## config.mk

```make
export PLATFORM = sky130hd
export DESIGN_NAME = ampdac_seg_decoder
export DESIGN_NICKNAME = d
export VERILOG_FILES = /design/src/rtl/ampdac_pkg.sv /design/src/rtl/ampdac_lut.sv /design/src/rtl/ampdac_seg_split.sv /design/src/rtl/ampdac_edge_bank.sv /design/src/rtl/ampdac_seg_decoder.sv
export SDC_FILE = /design/constraint.sdc
export NUM_CORES = 2
export LEC_CHECK = 0
export ABC_CLOCK_PERIOD_IN_PS = 125700
export BUFFER_PORTS_ARGS = -buffer_cell sky130_fd_sc_hd__buf_2
export CAP_MARGIN = 20
export CORE_AREA = 2 2 387 389
export CTS_CLUSTER_SIZE = 30
export DETAILED_ROUTE_END_ITERATION = 12
export DIE_AREA = 0 0 389 391
export GPL_TIMING_DRIVEN = 0
export PLACE_DENSITY = 0.91
export RECOVER_POWER = 100
export SYNTH_ARGS = -nofsm -noshare
export SYNTH_HDL_FRONTEND = slang
export SYNTH_SLANG_ARGS = --single-unit
```

## constraint.sdc

```tcl
create_clock -name clk_i -period 125.7 [get_ports clk_i]
set_input_delay 6.285 -clock clk_i [delete_from_list [all_inputs] [get_ports clk_i]]
set_output_delay 6.285 -clock clk_i [all_outputs]
set_load 0.01 [all_outputs]
```

## src/rtl/ampdac_pkg.sv

```systemverilog
package ampdac_pkg;
  localparam int unsigned AMP_W   = 8;
  localparam int unsigned BIN_W   = 4;
  localparam int unsigned MSB_W   = AMP_W - BIN_W;
  localparam int unsigned THERM_W = (1 << MSB_W) - 1;
  localparam int unsigned DEPTH   = 1 << AMP_W;

  typedef logic [AMP_W-1:0]   amp_t;
  typedef logic [BIN_W-1:0]   bin_t;
  typedef logic [THERM_W-1:0] therm_t;

  typedef struct packed {
    therm_t therm;
    bin_t   bin;
  } cells_t;
endpackage

```

## src/rtl/ampdac_lut.sv

```systemverilog
module ampdac_lut
  import ampdac_pkg::*;
(
  input  logic clk_i,
  input  logic rst_ni,
  input  logic we_i,
  input  amp_t waddr_i,
  input  amp_t wdata_i,
  input  amp_t raddr_i,
  output amp_t rdata_o
);
  amp_t tab_q [DEPTH];

  for (genvar e = 0; e < DEPTH; e++) begin : g_entry
    logic hit;
    assign hit = we_i && (waddr_i == AMP_W'(e));
    always_ff @(posedge clk_i or negedge rst_ni) begin
      if (!rst_ni)  tab_q[e] <= AMP_W'(e);
      else if (hit) tab_q[e] <= wdata_i;
    end
  end

  assign rdata_o = tab_q[raddr_i];
endmodule

```

## src/rtl/ampdac_seg_split.sv

```systemverilog
module ampdac_seg_split
  import ampdac_pkg::*;
(
  input  amp_t   code_i,
  output cells_t cells_o
);
  logic [MSB_W-1:0] upper;
  assign upper = code_i[AMP_W-1:BIN_W];
  assign cells_o.bin = code_i[BIN_W-1:0];

  for (genvar t = 0; t < THERM_W; t++) begin : g_line
    assign cells_o.therm[t] = (upper > MSB_W'(t));
  end
endmodule

```

## src/rtl/ampdac_edge_bank.sv

```systemverilog
module ampdac_edge_bank
  import ampdac_pkg::*;
#(
  parameter bit FALL_EDGE = 1'b0
) (
  input  logic   clk_i,
  input  logic   rst_ni,
  input  logic   load_i,
  input  cells_t d_i,
  output cells_t q_o
);
  cells_t q_d, q_q;

  always_comb begin
    q_d = q_q;
    if (load_i) q_d = d_i;
  end

  if (FALL_EDGE) begin : g_fall
    always_ff @(negedge clk_i or negedge rst_ni) begin
      if (!rst_ni) q_q <= '0;
      else         q_q <= q_d;
    end
  end else begin : g_rise
    always_ff @(posedge clk_i or negedge rst_ni) begin
      if (!rst_ni) q_q <= '0;
      else         q_q <= q_d;
    end
  end

  assign q_o = q_q;
endmodule

```

## src/rtl/ampdac_seg_decoder.sv

```systemverilog
module ampdac_seg_decoder
  import ampdac_pkg::*;
(
  input  logic        clk_i,
  input  logic        rst_ni,
  input  logic        in_valid_i,
  input  logic [7:0]  in_amp_i,
  input  logic        lut_we_i,
  input  logic [7:0]  lut_addr_i,
  input  logic [7:0]  lut_data_i,
  output logic [14:0] rise_therm_o,
  output logic [3:0]  rise_bin_o,
  output logic [14:0] fall_therm_o,
  output logic [3:0]  fall_bin_o,
  output logic        out_valid_o
);
  // reset: asynchronous assert, synchronous release
  logic [1:0] rst_sync_q;
  logic       rst_n;
  always_ff @(posedge clk_i or negedge rst_ni) begin
    if (!rst_ni) rst_sync_q <= 2'b00;
    else         rst_sync_q <= {rst_sync_q[0], 1'b1};
  end
  assign rst_n = rst_sync_q[1];

  logic   accept;
  amp_t   code;
  cells_t dec_cells, rise_cells, fall_cells;
  logic   vld_d, vld_q;

  assign accept = in_valid_i && !lut_we_i;

  ampdac_lut u_lut (
    .clk_i  (clk_i),
    .rst_ni (rst_n),
    .we_i   (lut_we_i),
    .waddr_i(lut_addr_i),
    .wdata_i(lut_data_i),
    .raddr_i(in_amp_i),
    .rdata_o(code)
  );

  ampdac_seg_split u_split (
    .code_i (code),
    .cells_o(dec_cells)
  );

  ampdac_edge_bank #(.FALL_EDGE(1'b0)) u_rise (
    .clk_i (clk_i),
    .rst_ni(rst_n),
    .load_i(accept),
    .d_i   (dec_cells),
    .q_o   (rise_cells)
  );

  ampdac_edge_bank #(.FALL_EDGE(1'b1)) u_fall (
    .clk_i (clk_i),
    .rst_ni(rst_n),
    .load_i(1'b1),
    .d_i   (rise_cells),
    .q_o   (fall_cells)
  );

  assign vld_d = accept;
  always_ff @(posedge clk_i or negedge rst_n) begin
    if (!rst_n) vld_q <= 1'b0;
    else        vld_q <= vld_d;
  end

  assign rise_therm_o = rise_cells.therm;
  assign rise_bin_o   = rise_cells.bin;
  assign fall_therm_o = fall_cells.therm;
  assign fall_bin_o   = fall_cells.bin;
  assign out_valid_o  = vld_q;

  // thermometer lines always fill contiguously from line 0
  p_therm_fill_r3: assert property (@(posedge clk_i) disable iff (!rst_n)
    ((rise_therm_o & (rise_therm_o + 15'd1)) == 15'd0));

  // falling array mirrors rising array by every rising edge
  p_fall_mirror_r5: assert property (@(posedge clk_i) disable iff (!rst_n)
    (fall_therm_o == rise_therm_o) && (fall_bin_o == rise_bin_o));

  // write cycle blocks any update
  p_hold_on_write_r7: assert property (@(posedge clk_i) disable iff (!rst_n)
    lut_we_i |=> ($stable(rise_therm_o) && $stable(rise_bin_o) && !out_valid_o));

  // no word, no change
  p_hold_idle_r8: assert property (@(posedge clk_i) disable iff (!rst_n)
    !in_valid_i |=> ($stable(rise_therm_o) && $stable(rise_bin_o)));

  // strobe follows each accepted word by one cycle
  p_valid_align_r9: assert property (@(posedge clk_i) disable iff (!rst_n)
    (in_valid_i && !lut_we_i) |=> out_valid_o);
endmodule

```

==> results by group <==
STA
  – RSZ-0062 raised after global routing: no
  – Least-Margin Pin Slew: 3957 ps
  – # setup viols final: 0
  – Count of final hold-check violations: 0
  – Slew headroom: -1.638
  – Sum Neg Setup Slack: 0 ps
  – Post-Route Skew: 119.4 ps
  – Fin. max-slew vios: 2,342

Pwr
  – Clock network fraction of total power: 0.426
  – Internal: 1.148 mW
  – Tot Pwr: 1.550 mW
  – Sequential Power Share: 0.477
  – Gate power share: 0.098
  – P_sw: 401.8 uW
  – Switching fraction of total power: 0.2593
  – P_leak: 46.96 nW
  – Pwr per Cell Area: 14.56 nW/um2
  – Peak supply drop: 0.00001284 V

Finish
  – Final core occ: 0.7163
  – Nets: 6,264
  – Most frequent cells in the layout: mux2_2, dfrtp_1, dfstp_2
  – FILL cells: 8,719
  – Commonest non-fill, non-tap cell in the layout: mux2_2
  – Layout cell share with drive strength beyond 1: 0.6369
  – P&R area growth vs syn: 11.21%

Routing
  – Via count: 63,640
  – Post-route ant nets: 0
  – Detailed Route WL: 370,800 um
  – Drt wl/cell: 44.16 um
  – DRC: 0
  – First-pass detailed-route iteration total: 8
  – Via density: 7.579
  – First DRT Iteration DRCs: 8,828

CTS
  – Clk_lat worst skew: 870 ps
  – Clock root buffer: clkbuf_16
  – Clock sinks: 2,089
  – CTS H-tree depth: 4
  – Worst-path clk slew: 60 ps
  – # resized after CTS: 0
  – Longest Clk Path Bufs: 3
  – CTS buffer count: 203
  – Hold buffers post-CTS: 0
  – CTS tree: yes
  – Postcts setup bufs: 0

Run status
  – Status: finished with violations
  – Failing checks: max-capacitance violations, max-slew violations

Worst setup path
  – Slowest-stage cell, CP: clkbuf_1
  – Critical path type: reg -> async
  – Worst setup EP type: async pin
  – CP delay by family, top: buffers and inverters
  – CP Launch Type: register
  – Critical Path AT: 13,410 ps
  – CP Buf/Inv Count: 4
  – CP max stage delay: 2920 ps
  – Worst path cell trace: clkbuf_1 -> clkbuf_1 -> clkbuf_1 -> clkbuf_1
  – Crit path required time: 62,950 ps
  – CP Max Fanout: 77
  – CP most frequent cell: clkbuf_1

Global routing
  – Met1 Usage GRT: 0.5991
  – Vias in the first global route: 63,340
  – Largest net degree at the start of global routing: 78
  – Met2 Usage GRT: 0.6706
  – GRT Util Overall: 0.4921
  – Global-route wire length before repair: 506,400 um
  – Initial antenna violation count: 51
  – Met3 usage: 0.2382
  – GRT overflow: 0
  – Most used routing layer: met2

Yosys
  – Synthesized area per cell: 16.23 um2
  – Mapped Cells: 5,894
  – Top FF cell, synth: dfrtp_1
  – Cell Area, Synth: 95,670 um2
  – Ys async rst share: 1.000
  – Synth Warn #: 0
  – Number of distinct library cells after synthesis: 57
  – EDFF count, synth: 0
  – Sequential fraction of the synthesis area: 0.5598
  – Post-synthesis net count: 5,922
  – Count of state elements after synthesis: 2,089

Floorplan
  – Initial core utilization: 0.6441
  – Core area: 148,500 um2
  – Die Y: 391 um
  – Row count: 142
  – Die X: 389 um
  – IO Pins: 67
  – DIE AREA: 152,100 um2

Place
  – Final Wtd Congestion: 1.106
  – Final HPWL DP: 260,300 um
  – PortBufs: 48

Run
  – Max-cap viol count: 51

Hold path
  – Hold Crit Class: reg -> reg
-- synth_stat cells (3+ instances only) --
cell type	number	area, um2
o22ai_1	5	31.28
nand3_1	27	135.1
nor3_1	15	75.07
nand2b_1	11	68.82
dfstp_2	1024	26910
a22oi_1	62	465.5
nor2b_1	16	100.1
buf_2	57	285.3
nor4_1	5	31.28
or3_1	3	18.77
a2111oi_0	7	61.31
buf_6	8	90.09
dfrtn_1	19	475.5
a311oi_1	6	52.55
o31ai_1	6	45.04
nor2_1	100	375.4
dfrtp_1	1046	26180
nand2_1	281	1055
a21oi_1	25	125.1
inv_1	7	26.28
mux4_2	579	13040
mux2_2	2052	23110
o211ai_1	5	37.54
buf_4	29	217.7
clkbuf_1	321	1205
nand4_1	6	37.54
a31oi_1	16	100.1
a211oi_1	3	22.52
o21ai_0	8	40.04
mux2i_1	85	850.8
and2_1	4	25.02
buf_1	23	86.33
-- sequential cells by signal, indices dropped and copies added, names as in the netlist --
register,flops
rst_sync_q,2
u_fall.q_o,19
u_lut.tab_q,2048
u_rise.q_o,19
out_valid_o,1
-- metrics by stage --
step	hold slack (ps)	instance area, um2	worst slack (ps)	std cells
after global placement	337.6	98340	-14900	7886
after global routing	366.8	106300	47010	8365
after CTS	355.0	107100	55230	8346
after detailed placement	340.3	99860	56010	7958
final	349.0	106400	49540	8396
after floorplan	331.2	95670	3452	5894
-- layer usage --
layer | wire length [um] | vias to the layer above
met5 | 448 | -
li1 | - | 22840
met1 | 125000 | 33810
met4 | 35820 | 52
met3 | 54630 | 1567
met2 | 154900 | 5368
-- worst paths after layout --
path	cells past startpoint	from	slack, ps	to
setup / recovery	4	rst_sync_q[1]	49540	u_fall.q_o[9]
hold / removal	0	rst_sync_q[0]	350	rst_sync_q[1]
setup reg to reg	4	rst_sync_q[1]	49540	u_fall.q_o[9]
hold reg to reg	0	rst_sync_q[0]	350	rst_sync_q[1]
max in group clk_i	1	u_fall.q_o[12]	55230	fall_therm_o[8]
min in group asynchronous	0	rst_sync_q[1]	1040	u_lut.tab_q[748]
-- kinds of logic after synthesis --
| logic type | count (synthesis) | share of synthesized area |
|---|---|---|
| AO/OA/AOI/OAI | 166 | 0.01256 |
| flip-flops | 2089 | 0.5598 |
| other | 1 | 0.00003920 |
| multiplexers | 2716 | 0.3867 |
| buffers and inverters | 449 | 0.02036 |
| AND/OR/NAND/NOR | 473 | 0.02048 |
-- power groups by stage --
stage	Sequential [mW]	Clock (mW)	Combinational, mW
after global routing	0.740	0.684	0.153
after CTS	0.737	0.655	0.148
after detailed placement	0.746	0	0.146
after global placement	0.755	0	0.124
final	0.738	0.660	0.151
after floorplan	0.749	0	0.0763
-- cell type report --
class                           instances  area (um2)  area share
Sequential cell                      2089       53560      0.5034
Multi-Input combinational cell       3356       40160      0.3775
Clock buffer                          299        5911     0.05555
Tap cell                             1944        2432     0.02286
Buffer                                440        1938     0.01822
Clock inverter                         89        1339     0.01258
Timing Repair Buffer                  137       937.1    0.008808
Antenna cell                           33       82.58   0.0007762
Inverter                                9       33.78   0.0003175
Power figures use the tool's default switching activity.
